File: src/rtl/dt_pkg.sv
package dt_pkg;
  typedef enum logic [1:0] {
    SEL_L_START = 2'd0,
    SEL_H_START = 2'd1,
    SEL_L_CUR   = 2'd2,
    SEL_H_CUR   = 2'd3
  } reg_sel_e;

  localparam int NUM_CNT = 2;
  localparam int IDX_L   = 0;
  localparam int IDX_H   = 1;
endpackage

File: src/rtl/dt_prescale.sv
module dt_prescale #(
  parameter int DIV = 4
) (
  input  logic clk,
  input  logic rst_n,
  input  logic run,
  input  logic div_on,
  input  logic tick,
  output logic step
);
  localparam int PW = (DIV > 1) ? $clog2(DIV) : 1;
  localparam logic [PW-1:0] LAST = PW'(DIV - 1);

  logic [PW-1:0] pcnt;

  assign step = run && tick && (!div_on || (pcnt == LAST));

  always_ff @(posedge clk) begin
    if (!rst_n || !run) begin
      pcnt <= '0;
    end else if (tick && div_on) begin
      pcnt <= (pcnt == LAST) ? '0 : pcnt + 1'b1;
    end
  end

  // with division on, two steps never fall on back-to-back edges
  p_gap_r5: assert property (@(posedge clk) disable iff (!rst_n)
    (step && div_on && run && $past(run) && $past(div_on)) |=> !step);
endmodule

File: src/rtl/dt_counter.sv
module dt_counter #(
  parameter int W = 16
) (
  input  logic         clk,
  input  logic         rst_n,
  input  logic         halted,
  input  logic         wr_start,
  input  logic         wr_cur,
  input  logic [W-1:0] wdata,
  input  logic         dec,
  input  logic         load,
  input  logic         frz,
  output logic [W-1:0] cur,
  output logic [W-1:0] start,
  output logic [W-1:0] snap
);
  logic [W-1:0] cur_next;

  always_comb begin
    if (load)                 cur_next = start;
    else if (dec)             cur_next = cur - 1'b1;
    else if (wr_cur && halted) cur_next = wdata;
    else                      cur_next = cur;
  end

  always_ff @(posedge clk) begin
    if (!rst_n) begin
      cur   <= '0;
      start <= '0;
      snap  <= '0;
    end else begin
      cur <= cur_next;
      if (wr_start) start <= wdata;
      if (!frz) snap <= cur_next;
    end
  end

  p_dec_r2: assert property (@(posedge clk) disable iff (!rst_n)
    (dec && !load) |=> (cur == $past(cur) - 1'b1));

  p_load_r3: assert property (@(posedge clk) disable iff (!rst_n)
    load |=> (cur == $past(start)));

  p_wrbusy_r6: assert property (@(posedge clk) disable iff (!rst_n)
    (wr_cur && !halted && !dec && !load) |=> $stable(cur));

  p_frz_r8: assert property (@(posedge clk) disable iff (!rst_n)
    frz |=> $stable(snap));

  p_hold_r12: assert property (@(posedge clk) disable iff (!rst_n)
    (halted && !wr_cur) |=> $stable(cur));
endmodule

File: src/rtl/dt_wave.sv
module dt_wave (
  input  logic clk,
  input  logic rst_n,
  input  logic evt,
  input  logic sqw,
  output logic zero,
  output logic out
);
  always_ff @(posedge clk) begin
    if (!rst_n) begin
      zero <= 1'b0;
      out  <= 1'b0;
    end else begin
      zero <= evt;
      out  <= sqw ? (out ^ evt) : evt;
    end
  end

  p_pulse_r9: assert property (@(posedge clk) disable iff (!rst_n)
    !sqw |=> (out == zero));

  p_square_r9: assert property (@(posedge clk) disable iff (!rst_n)
    (sqw && !evt) |=> $stable(out));
endmodule

File: src/rtl/dual_down_timer.sv
module dual_down_timer #(
  parameter int W   = 16,
  parameter int DIV = 4
) (
  input  logic         clk,
  input  logic         rst_n,
  input  logic         tick,
  input  logic         chain,
  input  logic         run_l,
  input  logic         run_h,
  input  logic         div_l,
  input  logic         div_h,
  input  logic         frz_l,
  input  logic         frz_h,
  input  logic         sqw_l,
  input  logic         sqw_h,
  input  logic         wr_en,
  input  logic [1:0]   wr_sel,
  input  logic [W-1:0] wr_data,
  input  logic [1:0]   rd_sel,
  output logic [W-1:0] rd_data,
  output logic         zero_l,
  output logic         zero_h,
  output logic         out_l,
  output logic         out_h
);
  import dt_pkg::*;

  localparam logic [W-1:0] ONE = W'(1);

  logic [NUM_CNT-1:0] run_e, div_e, frz_e, sqw_e, step_r;
  logic [NUM_CNT-1:0] wr_start, wr_cur, dec, load, evt;
  logic [NUM_CNT-1:0] cur_z, start_z, zero_v, out_v;
  logic [W-1:0]       cur   [NUM_CNT];
  logic [W-1:0]       start [NUM_CNT];
  logic [W-1:0]       snap  [NUM_CNT];
  logic               all_zero;
  reg_sel_e           wsel, rsel;

  // Effective controls: in chained mode the H bits govern the L half too.
  always_comb begin
    run_e[IDX_H] = run_h;
    div_e[IDX_H] = div_h;
    frz_e[IDX_H] = frz_h;
    sqw_e[IDX_H] = sqw_h;
    run_e[IDX_L] = chain ? run_h : run_l;
    div_e[IDX_L] = chain ? div_h : div_l;
    frz_e[IDX_L] = chain ? frz_h : frz_l;
    sqw_e[IDX_L] = sqw_l;
  end

  assign wsel = reg_sel_e'(wr_sel);
  assign rsel = reg_sel_e'(rd_sel);

  always_comb begin
    wr_start[IDX_L] = wr_en && (wsel == SEL_L_START);
    wr_start[IDX_H] = wr_en && (wsel == SEL_H_START);
    wr_cur[IDX_L]   = wr_en && (wsel == SEL_L_CUR);
    wr_cur[IDX_H]   = wr_en && (wsel == SEL_H_CUR);
  end

  always_comb begin
    for (int i = 0; i < NUM_CNT; i++) begin
      cur_z[i]   = (cur[i] == '0);
      start_z[i] = (start[i] == '0);
    end
    all_zero = cur_z[IDX_L] && cur_z[IDX_H];
  end

  // Step decode: independent counters or one counter of twice the width.
  always_comb begin
    if (chain) begin
      load[IDX_L] = step_r[IDX_H] && all_zero;
      load[IDX_H] = step_r[IDX_H] && all_zero;
      dec[IDX_L]  = step_r[IDX_H] && !all_zero;
      dec[IDX_H]  = step_r[IDX_H] && !all_zero && cur_z[IDX_L];
      evt[IDX_L]  = 1'b0;
      evt[IDX_H]  = step_r[IDX_H] &&
                    ((cur_z[IDX_H] && (cur[IDX_L] == ONE)) ||
                     (all_zero && start_z[IDX_L] && start_z[IDX_H]));
    end else begin
      for (int i = 0; i < NUM_CNT; i++) begin
        load[i] = step_r[i] && cur_z[i];
        dec[i]  = step_r[i] && !cur_z[i];
        evt[i]  = step_r[i] && ((cur[i] == ONE) || (cur_z[i] && start_z[i]));
      end
    end
  end

  for (genvar g = 0; g < NUM_CNT; g++) begin : g_cnt
    dt_prescale #(.DIV(DIV)) u_pre (
      .clk    (clk),
      .rst_n  (rst_n),
      .run    (run_e[g]),
      .div_on (div_e[g]),
      .tick   (tick),
      .step   (step_r[g])
    );

    dt_counter #(.W(W)) u_cnt (
      .clk      (clk),
      .rst_n    (rst_n),
      .halted   (!run_e[g]),
      .wr_start (wr_start[g]),
      .wr_cur   (wr_cur[g]),
      .wdata    (wr_data),
      .dec      (dec[g]),
      .load     (load[g]),
      .frz      (frz_e[g]),
      .cur      (cur[g]),
      .start    (start[g]),
      .snap     (snap[g])
    );

    dt_wave u_wave (
      .clk   (clk),
      .rst_n (rst_n),
      .evt   (evt[g]),
      .sqw   (sqw_e[g]),
      .zero  (zero_v[g]),
      .out   (out_v[g])
    );
  end

  always_comb begin
    unique case (rsel)
      SEL_L_START: rd_data = start[IDX_L];
      SEL_H_START: rd_data = start[IDX_H];
      SEL_L_CUR:   rd_data = snap[IDX_L];
      default:     rd_data = snap[IDX_H];
    endcase
  end

  assign zero_l = zero_v[IDX_L];
  assign zero_h = zero_v[IDX_H];
  assign out_l  = out_v[IDX_L];
  assign out_h  = out_v[IDX_H];

  // a chained L half never strobes
  p_lquiet_r10: assert property (@(posedge clk) disable iff (!rst_n)
    chain |=> !zero_l);

  // the 32-bit reload moves both halves on the same edge
  p_joint_r11: assert property (@(posedge clk) disable iff (!rst_n)
    (chain && step_r[IDX_H] && all_zero) |=>
      (cur[IDX_L] == $past(start[IDX_L]) && cur[IDX_H] == $past(start[IDX_H])));

  // outputs low on the first cycle out of reset
  p_rst_r1: assert property (@(posedge clk)
    !rst_n |=> (!zero_l && !zero_h && !out_l && !out_h));
endmodule

File: config.mk
export PLATFORM = sky130hd
export DESIGN_NAME = dual_down_timer
export DESIGN_NICKNAME = d
export VERILOG_FILES = /design/src/rtl/dt_pkg.sv /design/src/rtl/dt_prescale.sv /design/src/rtl/dt_counter.sv /design/src/rtl/dt_wave.sv /design/src/rtl/dual_down_timer.sv
export SDC_FILE = /design/constraint.sdc
export NUM_CORES = 1
export LEC_CHECK = 0
export ABC_AREA = 1
export BUFFER_PORTS_ARGS = -buffer_cell sky130_fd_sc_hd__buf_2
export CAP_MARGIN = 20
export CORE_MARGIN = 2
export CORE_UTILIZATION = 40
export CTS_BUF_LIST = sky130_fd_sc_hd__clkbuf_2
export CTS_CLUSTER_DIAMETER = 150
export DETAILED_ROUTE_END_ITERATION = 8
export GPL_TIMING_DRIVEN = 0
export PLACE_DENSITY = 0.6
export RECOVER_POWER = 25
export SETUP_SLACK_MARGIN = 0.02
export SLEW_MARGIN = 20
export SYNTH_ARGS = -nofsm -noshare
export SYNTH_HDL_FRONTEND = slang
export SYNTH_HIERARCHICAL = 1
export SYNTH_SLANG_ARGS = --single-unit
File: constraint.sdc
create_clock -name clk -period 2.4 [get_ports clk]
set_input_delay 0.36 -clock clk [delete_from_list [all_inputs] [get_ports clk]]
set_output_delay 0.36 -clock clk [all_outputs]
set_load 0.02 [all_outputs]
==> results.py, run 1 <==
metrics = {
    "route": {
        "drtIter0Drc": 526,
        "num_vias": 6617,
        "routed_via_density": 5.22,
        "route.detailed.drc": 0,
        "drt.antenna.violating_nets": 0,
        "detail_route.wirelength.met1_um": 10400,
        "met3_length_um": 1100,
        "route.top_layer_used": "met4",
        "routed_wire_length_per_instance_um": 16.1,
        "route.final.wire_length_um": 20400,
        "drt_first_pass_iters": 5,
        "detailroute.wirelength.met2_um": 8600,
    },
    "place": {
        "area_post_placement_um2": 6620,
        "gp_congestion": 0.907,
        "io_buffers": 50,
        "dp_hpwl_um": 16100,
    },
    "synth": {
        "synth_top_family_by_area": "simple AND/OR/NAND/NOR gates",
        "syn_area_um2": 6130,
        "avgSynthCellArea_um2": 6.21,
        "synth-compound-area-share": 0.194,
        "yosys.cell_types.count": 36,
        "netlist_top_cells_area": "sky130_fd_sc_hd__dfxtp_1, sky130_fd_sc_hd__nand2_1, sky130_fd_sc_hd__nor2_1",
        "synth_mux_area_frac": 0,
        "synthAdderAreaFrac": 0.00816,
        "synthesis.instances": 988,
        "netlist.top_cell.by_area": "sky130_fd_sc_hd__dfxtp_1",
        "number_of_synthesized_register_bits": 104,
        "post_synth_and_or_nand_nor_area_fraction": 0.352,
        "post-synth-top-area-fraction": 0.340,
        "seq_area_frac_synth": 0.340,
        "synth_warnings": 6,
        "synth_fp_nets": 1025,
        "xor_xnor_share_of_the_synthesized_area": 0.00286,
    },
    "finish": {
        "fillCellCount": 1683,
        "drive_above_1_share": 0.156,
        "final_cell_area_um2": 7030,
        "most_common_cell_after_layout_fill_and_taps_aside": "sky130_fd_sc_hd__nand2_1",
        "synthToLayoutAreaGrowth_pct": 14.7,
        "area_of_the_multi_input_gates_um2": 3470,
        "ff_latch_area_um2": 2120,
        "nNetsFinal": 1110,
        "top_library_cells_by_usage_in_the_layout_fill_and_taps_aside": "sky130_fd_sc_hd__nand2_1, sky130_fd_sc_hd__nor2_1, sky130_fd_sc_hd__inv_1",
    },
    "clocking": {
        "tritoncts_clock_tree": "yes",
        "clock_latency_ns": 0.64,
        "clockBufferDepth": 2,
        "clock-sinks": 104,
        "cts.htree.levels": 3,
        "clockRootBuffer": "sky130_fd_sc_hd__clkbuf_2",
        "cts.clk_slew.worst_paths_ns": 0.26,
        "cts_buffers": 9,
    },
    "critical_path": {
        "worst_path_max_delay_cell": "sky130_fd_sc_hd__dlygate4sd3_1",
        "crit_fanout": 3,
        "critical_path.cell_chain": "nor2_1, nand3_1, nor2_1, nand2_1, nor2_1, nand2_1, nand2_1, inv_1, nor2_1, nand3_1, nand2_1, nor2_1, dlygate4sd3_1",
        "crit_type": "flop to flop",
        "cp_top_family": "simple AND/OR/NAND/NOR gates",
        "worst_path_largest_cell_delay_ns": 0.55,
        "cp-end-kind": "flop",
        "crit_required_ns": 2.95,
        "worst_setup_path_start_kind": "flop",
        "cell_repeated_most_along_the_worst_path": "sky130_fd_sc_hd__nor2_1",
        "worstPathArrival_ns": 2.81,
        "critical_path.n_buffers_inverters": 2,
    },
    "global_route": {
        "grt_pass1_wl_um": 31300,
        "number_of_global_route_vias_before_repair": 5897,
        "grt_overflow": 0,
        "grt_start_max_net_pins": 16,
        "antenna_found_initial": 1,
        "grt_use_total": 0.249,
    },
    "sta": {
        "worst_pin_slew_ns": 0.930,
        "portion_of_the_clock_cycle_consumed_by_the_worst_path_in_the_final_layout": 0.940,
        "final_period_minus_worst_setup_slack_ns": 2.26,
        "worst_slew_margin_rel": 0.375,
        "setup_violation_total_in_the_final_timing_report": 0,
        "final.setup_skew_ns": 0.0443,
        "grt_setup_unrepaired": "true",
        "whs_ns": 0.0270,
        "drv_slew": 0,
        "fmax_mhz": 443,
        "finalHoldViolations": 0,
    },
    "pwr": {
        "leakage_power_uw": 0.00332,
        "intPower_uw": 3090,
        "power_switching_share": 0.446,
        "power_density_of_the_placed_cells_nw_per_um2": 793,
        "p_sw_uw": 2490,
        "pwr-share-seq": 0.386,
        "vdd_ir_drop_max_v": 0.000258,
        "clock_power_share": 0.155,
        "power.share.combinational": 0.459,
    },
    "floorplanning": {
        "io_pins": 53,
        "core_area_um2": 15100,
        "die_x_um": 128,
        "overall_die_area_um2": 16300,
        "dieHeight_um": 128,
        "num_rows": 45,
        "initial_utilization": 0.406,
    },
    "worst_hold_path": {
        "timing.hold.worst.class": "input pin to flop",
    },
    "outcome": {
        "status": "complete, no violations",
    },
    "job": {
        "drv.max_cap_violation_count": 0,
    },
}
## flip-flops by register name, summed over array words and instances, names as in the netlist
register,count
g_cnt.u_pre/pcnt,4
g_cnt.u_cnt/start,32
g_cnt.u_cnt/snap,32
g_cnt.u_wave/zero,2
g_cnt.u_cnt/cur,32
g_cnt.u_wave/out,2
## worst min-delay path: cells and delay by family
kind / cells / cell delay [ns]
buffers and inverters: 1 / 0.14
and+or+nand+nor: 2 / 0.15
## cell usage after synthesis, drive strengths merged
master and instances:
nand3 47, nand3b 3, or2 2, xor2 2, o21a 2, inv 101, nor2 201, nand4 8
a221oi 5, a21oi 84, a21boi 2, o22ai 2, nand2 253, o2111ai 4, clkbuf 24, nor3 4
o21ai 99, a211oi 3, a31oi 2, buf 20, o21bai 4, dfxtp 104, o211ai 8, ha 4
## kinds of logic after synthesis
group                    Yosys count
AND/OR/NAND/NOR                  518
AO/OA/AOI/OAI                    215
buffers and inverters            145
flip-flops                       104
adder cells (fa/ha/maj)            4
XOR/XNOR                           2
## metrics by stage
stage | setup TNS, ns | instances | total power [uW] | util | setup slack, ns
3_5_place_dp | -7.83 | 1226 | 4530 | 0.439 | -0.408
5_1_grt | -0.0107 | 1267 | 6010 | 0.466 | -0.0107
2_1_floorplan | 0 | 988 | 3890 | - | 0.127
4_1_cts | 0 | 1255 | 5450 | 0.456 | 0.0338
3_3_place_gp | -9.09 | 1226 | 4520 | 0.439 | -0.447
6_report | 0 | 1267 | 5580 | 0.466 | 0.144
## timing repair
action | CTS | global route
buffers inserted | 0 | 11
hold endpoints to repair | 11 | 0
gates resized for setup | 6 | 36
pin swaps | 0 | 1
hold buffers | 13 | 0
endpoints found under the setup margin | 40 | 48
## metal layers
metal	track usage	vias to the layer above
li1	-	3350
met1	0.375	3054
met2	0.376	187
met3	0.0246	26
met4	0.0705	0
met5	0	-
## final timing paths
kind	end	slack, ns	depth (start not counted)	start
max	g_cnt[1].u_wave/out	0.14	13	g_cnt[1].u_cnt/start[12]
min	g_cnt[0].u_cnt/start[9]	0.03	3	wr_data[9]
max reg2reg	g_cnt[1].u_wave/out	0.14	13	g_cnt[1].u_cnt/start[12]
min reg2reg	g_cnt[0].u_pre/pcnt[1]	0.49	2	g_cnt[0].u_pre/pcnt[1]
## power by group through the flow
stage                     Combinational (uW)  Sequential, uW  Clock, uW
after global routing                    2860            2190        954
after floorplan                         1790            2100          0
after CTS                               2420            2150        885
after detailed placement                2350            2180          0
final                                   2560            2150        865
after global placement                  2340            2180          0
## final cells by class
type	count	area share
flip-flops and latches	104	0.301
plain buffers	44	0.0374
clock buffers	13	0.00925
repair buffers	74	0.0647
diodes	1	0.000356
multi-input cells	739	0.494
inverters	101	0.0543
well taps	188	0.0334
clock inverters	3	0.00605
Power figures use the tool's default switching activity.
==> run 2, diff against run 1 <==
- ABC_AREA: 1 -> default
==> results.py, run 2 <==
metrics = {
    "clocking": {
        "clock_latency_ns": 0.64,
        "tritoncts_clock_tree": "yes",
        "cts_buffers": 9,
        "clockBufferDepth": 2,
        "clock-sinks": 104,
        "clockRootBuffer": "sky130_fd_sc_hd__clkbuf_2",
        "cts.clk_slew.worst_paths_ns": 0.27,
        "cts.htree.levels": 3,
    },
    "finish": {
        "largest_registers": "g_cnt.u_cnt/cur (32), g_cnt.u_cnt/snap (32), g_cnt.u_cnt/start (32)",
        "fillCellCount": 1290,
        "ff_latch_area_um2": 2160,
        "most_common_cell_after_layout_fill_and_taps_aside": "sky130_fd_sc_hd__dfxtp_1",
        "synthToLayoutAreaGrowth_pct": 30.0,
        "area_of_the_multi_input_gates_um2": 4290,
        "nNetsFinal": 783,
        "drive_above_1_share": 0.402,
        "top_library_cells_by_usage_in_the_layout_fill_and_taps_aside": "sky130_fd_sc_hd__dfxtp_1, sky130_fd_sc_hd__buf_2, sky130_fd_sc_hd__nor2b_1",
    },
    "critical_path": {
        "worst_path_largest_cell_delay_ns": 0.41,
        "r2r.worst_path.cells": 11,
        "endpoint_of_the_worst_register_to_register_path": "g_cnt[0].u_cnt/snap[2]",
        "crit-reg2reg-launch": "g_cnt[0].u_cnt/cur[1]",
        "cp_top_family": "simple AND/OR/NAND/NOR gates",
        "worst_setup_path_start_kind": "flop",
        "worstPathArrival_ns": 3.15,
        "crit_required_ns": 2.92,
        "worstSetupEndpoint": "g_cnt[0].u_cnt/snap[2]",
        "critical_path.n_buffers_inverters": 3,
        "cp-end-kind": "flop",
        "timing.critical_path.depth": 11,
        "cell_repeated_most_along_the_worst_path": "sky130_fd_sc_hd__buf_4",
        "critical_path.cell_chain": "nor4_4, nand4_2, buf_4, o211ai_1, o21ai_4, buf_4, clkbuf_16, nor2b_1, o21ai_0, and4_1, o31ai_1",
        "crit_type": "flop to flop",
        "worst_path_max_delay_cell": "sky130_fd_sc_hd__dfxtp_4",
        "crit_fanout": 6,
        "worstSetupStartpoint": "g_cnt[0].u_cnt/cur[1]",
        "rrSetupSlack_ns": -0.22,
    },
    "synth": {
        "synth-async-reset-ratio": 0,
        "number_of_synthesized_register_bits": 104,
        "synth_edf_count": 0,
        "ranking_of_synthesized_cells_by_instance_count": "sky130_fd_sc_hd__dfxtp_1, sky130_fd_sc_hd__nor2b_1, sky130_fd_sc_hd__mux2i_1, sky130_fd_sc_hd__clkbuf_1, sky130_fd_sc_hd__nand2_1",
        "yosys.cell_types.count": 68,
        "synth_warnings": 6,
        "syn_area_um2": 6010,
        "synth.most_common_cell": "sky130_fd_sc_hd__dfxtp_1",
        "post-synth-top-area-fraction": 0.347,
        "netlist.top_cell.by_area": "sky130_fd_sc_hd__dfxtp_1",
        "seq_area_frac_synth": 0.347,
        "postSynth.topFlopCell": "sky130_fd_sc_hd__dfxtp_1",
        "avgSynthCellArea_um2": 9.33,
        "synthesis.instances": 644,
        "synth_fp_nets": 681,
        "netlist_top_cells_area": "sky130_fd_sc_hd__dfxtp_1, sky130_fd_sc_hd__mux2i_1, sky130_fd_sc_hd__mux4_2",
    },
    "route": {
        "drt_first_pass_iters": 5,
        "drtIter0Drc": 500,
        "route.final.wire_length_um": 21700,
        "drt.antenna.violating_nets": 0,
        "routed_via_density": 6.43,
        "num_vias": 6018,
        "route.detailed.drc": 0,
        "routed_wire_length_per_instance_um": 23.2,
    },
    "sta": {
        "worst_slew_margin_rel": 0.462,
        "grt_setup_unrepaired": "true",
        "drv_slew": 0,
        "fmax_mhz": 381,
        "portion_of_the_clock_cycle_consumed_by_the_worst_path_in_the_final_layout": 1.09,
        "final.setup_skew_ns": 0.0236,
        "final_period_minus_worst_setup_slack_ns": 2.62,
        "worst_slack_ns": -0.223,
        "finalHoldViolations": 0,
        "whs_ns": 0.0474,
        "worst_pin_slew_ns": 0.805,
        "setup_violation_total_in_the_final_timing_report": 50,
    },
    "place": {
        "dp_hpwl_um": 15300,
        "dp_slack_ns": -0.807,
        "io_buffers": 49,
        "gp_congestion": 0.975,
    },
    "job": {
        "drv.max_cap_violation_count": 0,
    },
    "global_route": {
        "number_of_global_route_vias_before_repair": 5590,
        "met3_global_route_usage": 0.0430,
        "grt_start_max_net_pins": 16,
        "grt_overflow": 0,
        "grt-busiest-layer": "met2",
        "grt_pass1_wl_um": 31600,
        "grt_use_met2": 0.390,
        "antenna_found_initial": 1,
        "grt_use_total": 0.255,
        "gr-usage-met1": 0.364,
    },
    "pwr": {
        "total_power_uw": 5200,
        "leakage_power_uw": 0.00295,
        "power_density_of_the_placed_cells_nw_per_um2": 666,
        "vdd_ir_drop_max_v": 0.000432,
    },
    "floorplanning": {
        "die_x_um": 127,
        "initial_utilization": 0.412,
        "io_pins": 53,
        "dieHeight_um": 127,
        "core_area_um2": 14600,
        "overall_die_area_um2": 16000,
        "num_rows": 44,
    },
    "worst_hold_path": {
        "timing.hold.worst.class": "input pin to flop",
    },
    "outcome": {
        "status": "finished, violations left",
        "violations_in_the_final_reports": "negative setup slack",
    },
}
-- run 2: how the worst min path moves through the flow --
stage / startpoint / to / slack (ns) / cells past startpoint
2_1_floorplan: g_cnt[0].u_cnt/snap[15] / g_cnt[0].u_cnt/snap[15] / 0.44 / 2
3_3_place_gp: g_cnt[1].u_cnt/snap[15] / g_cnt[1].u_cnt/snap[15] / 0.48 / 2
6_report: wr_data[5] / g_cnt[1].u_cnt/start[5] / 0.05 / 3
3_5_place_dp: g_cnt[0].u_cnt/snap[14] / g_cnt[0].u_cnt/snap[14] / 0.48 / 2
4_1_cts: div_h / g_cnt[1].u_pre/pcnt[0] / 0.002 / 3
5_1_grt: wr_data[13] / g_cnt[1].u_cnt/start[13] / 0.004 / 3
-- run 2: per-layer routing --
metal / part of all wire / up-vias
met5: 0 / -
met4: 0.035 / 0
met3: 0.081 / 59
met2: 0.45 / 331
met1: 0.44 / 2931
li1: - / 2697
-- run 2: repair_timing --
item                       in CTS  in global routing
hold endpoints to repair        2                  0
hold buffers                    2                  0
cloned                          0                  2
setup buffers                  19                 22
resized for setup             103                118
pin swaps                      22                 56
setup endpoints to repair      64                 65
-- run 2: area by class of cell --
class	count	share of cell area
Multi-Input combinational cell	478	0.549
Sequential cell	104	0.277
Timing Repair Buffer	94	0.0855
Buffer	42	0.0356
Tap cell	184	0.0295
Inverter	17	0.0104
Clock buffer	11	0.00705
Clock inverter	5	0.00609
Antenna cell	1	0.000320
-- run 2: per-stage QoR --
step	instances	setup TNS, ns	utilization	instance area [um2]
finish	936	-4.01	0.535	7810
global route	936	-9.20	0.535	7810
CTS	911	-0.806	0.487	7110
detailed placement	877	-33.44	0.445	6490
global placement	877	-34.10	0.445	6490
floorplan	644	0	-	6010
-- run 2: logic make-up after synthesis --
| logic type | count (synthesis) | synth area share |
|---|---|---|
| simple gates | 261 | 0.270 |
| compound gates | 144 | 0.180 |
| flops | 104 | 0.347 |
| mux | 69 | 0.152 |
| buf+inv | 62 | 0.0431 |
| fa+ha+maj | 4 | 0.00833 |
-- run 2: worst register-to-register path: stages (launching register included) --
cell and delay, ns:
sky130_fd_sc_hd__dfxtp_4 0.41, sky130_fd_sc_hd__nor4_4 0.34, sky130_fd_sc_hd__nand4_2 0.20, sky130_fd_sc_hd__buf_4 0.21, sky130_fd_sc_hd__o211ai_1 0.27, sky130_fd_sc_hd__o21ai_4 0.15, sky130_fd_sc_hd__buf_4 0.17, sky130_fd_sc_hd__clkbuf_16 0.14
sky130_fd_sc_hd__nor2b_1 0.12, sky130_fd_sc_hd__o21ai_0 0.18, sky130_fd_sc_hd__and4_1 0.25, sky130_fd_sc_hd__o31ai_1 0.09
-- run 2: power breakdown --
group / switching, uW / internal, uW / total (uW)
clock network: 590 / 239 / 830
registers: 229 / 1910 / 2140
logic: 1180 / 1060 / 2230
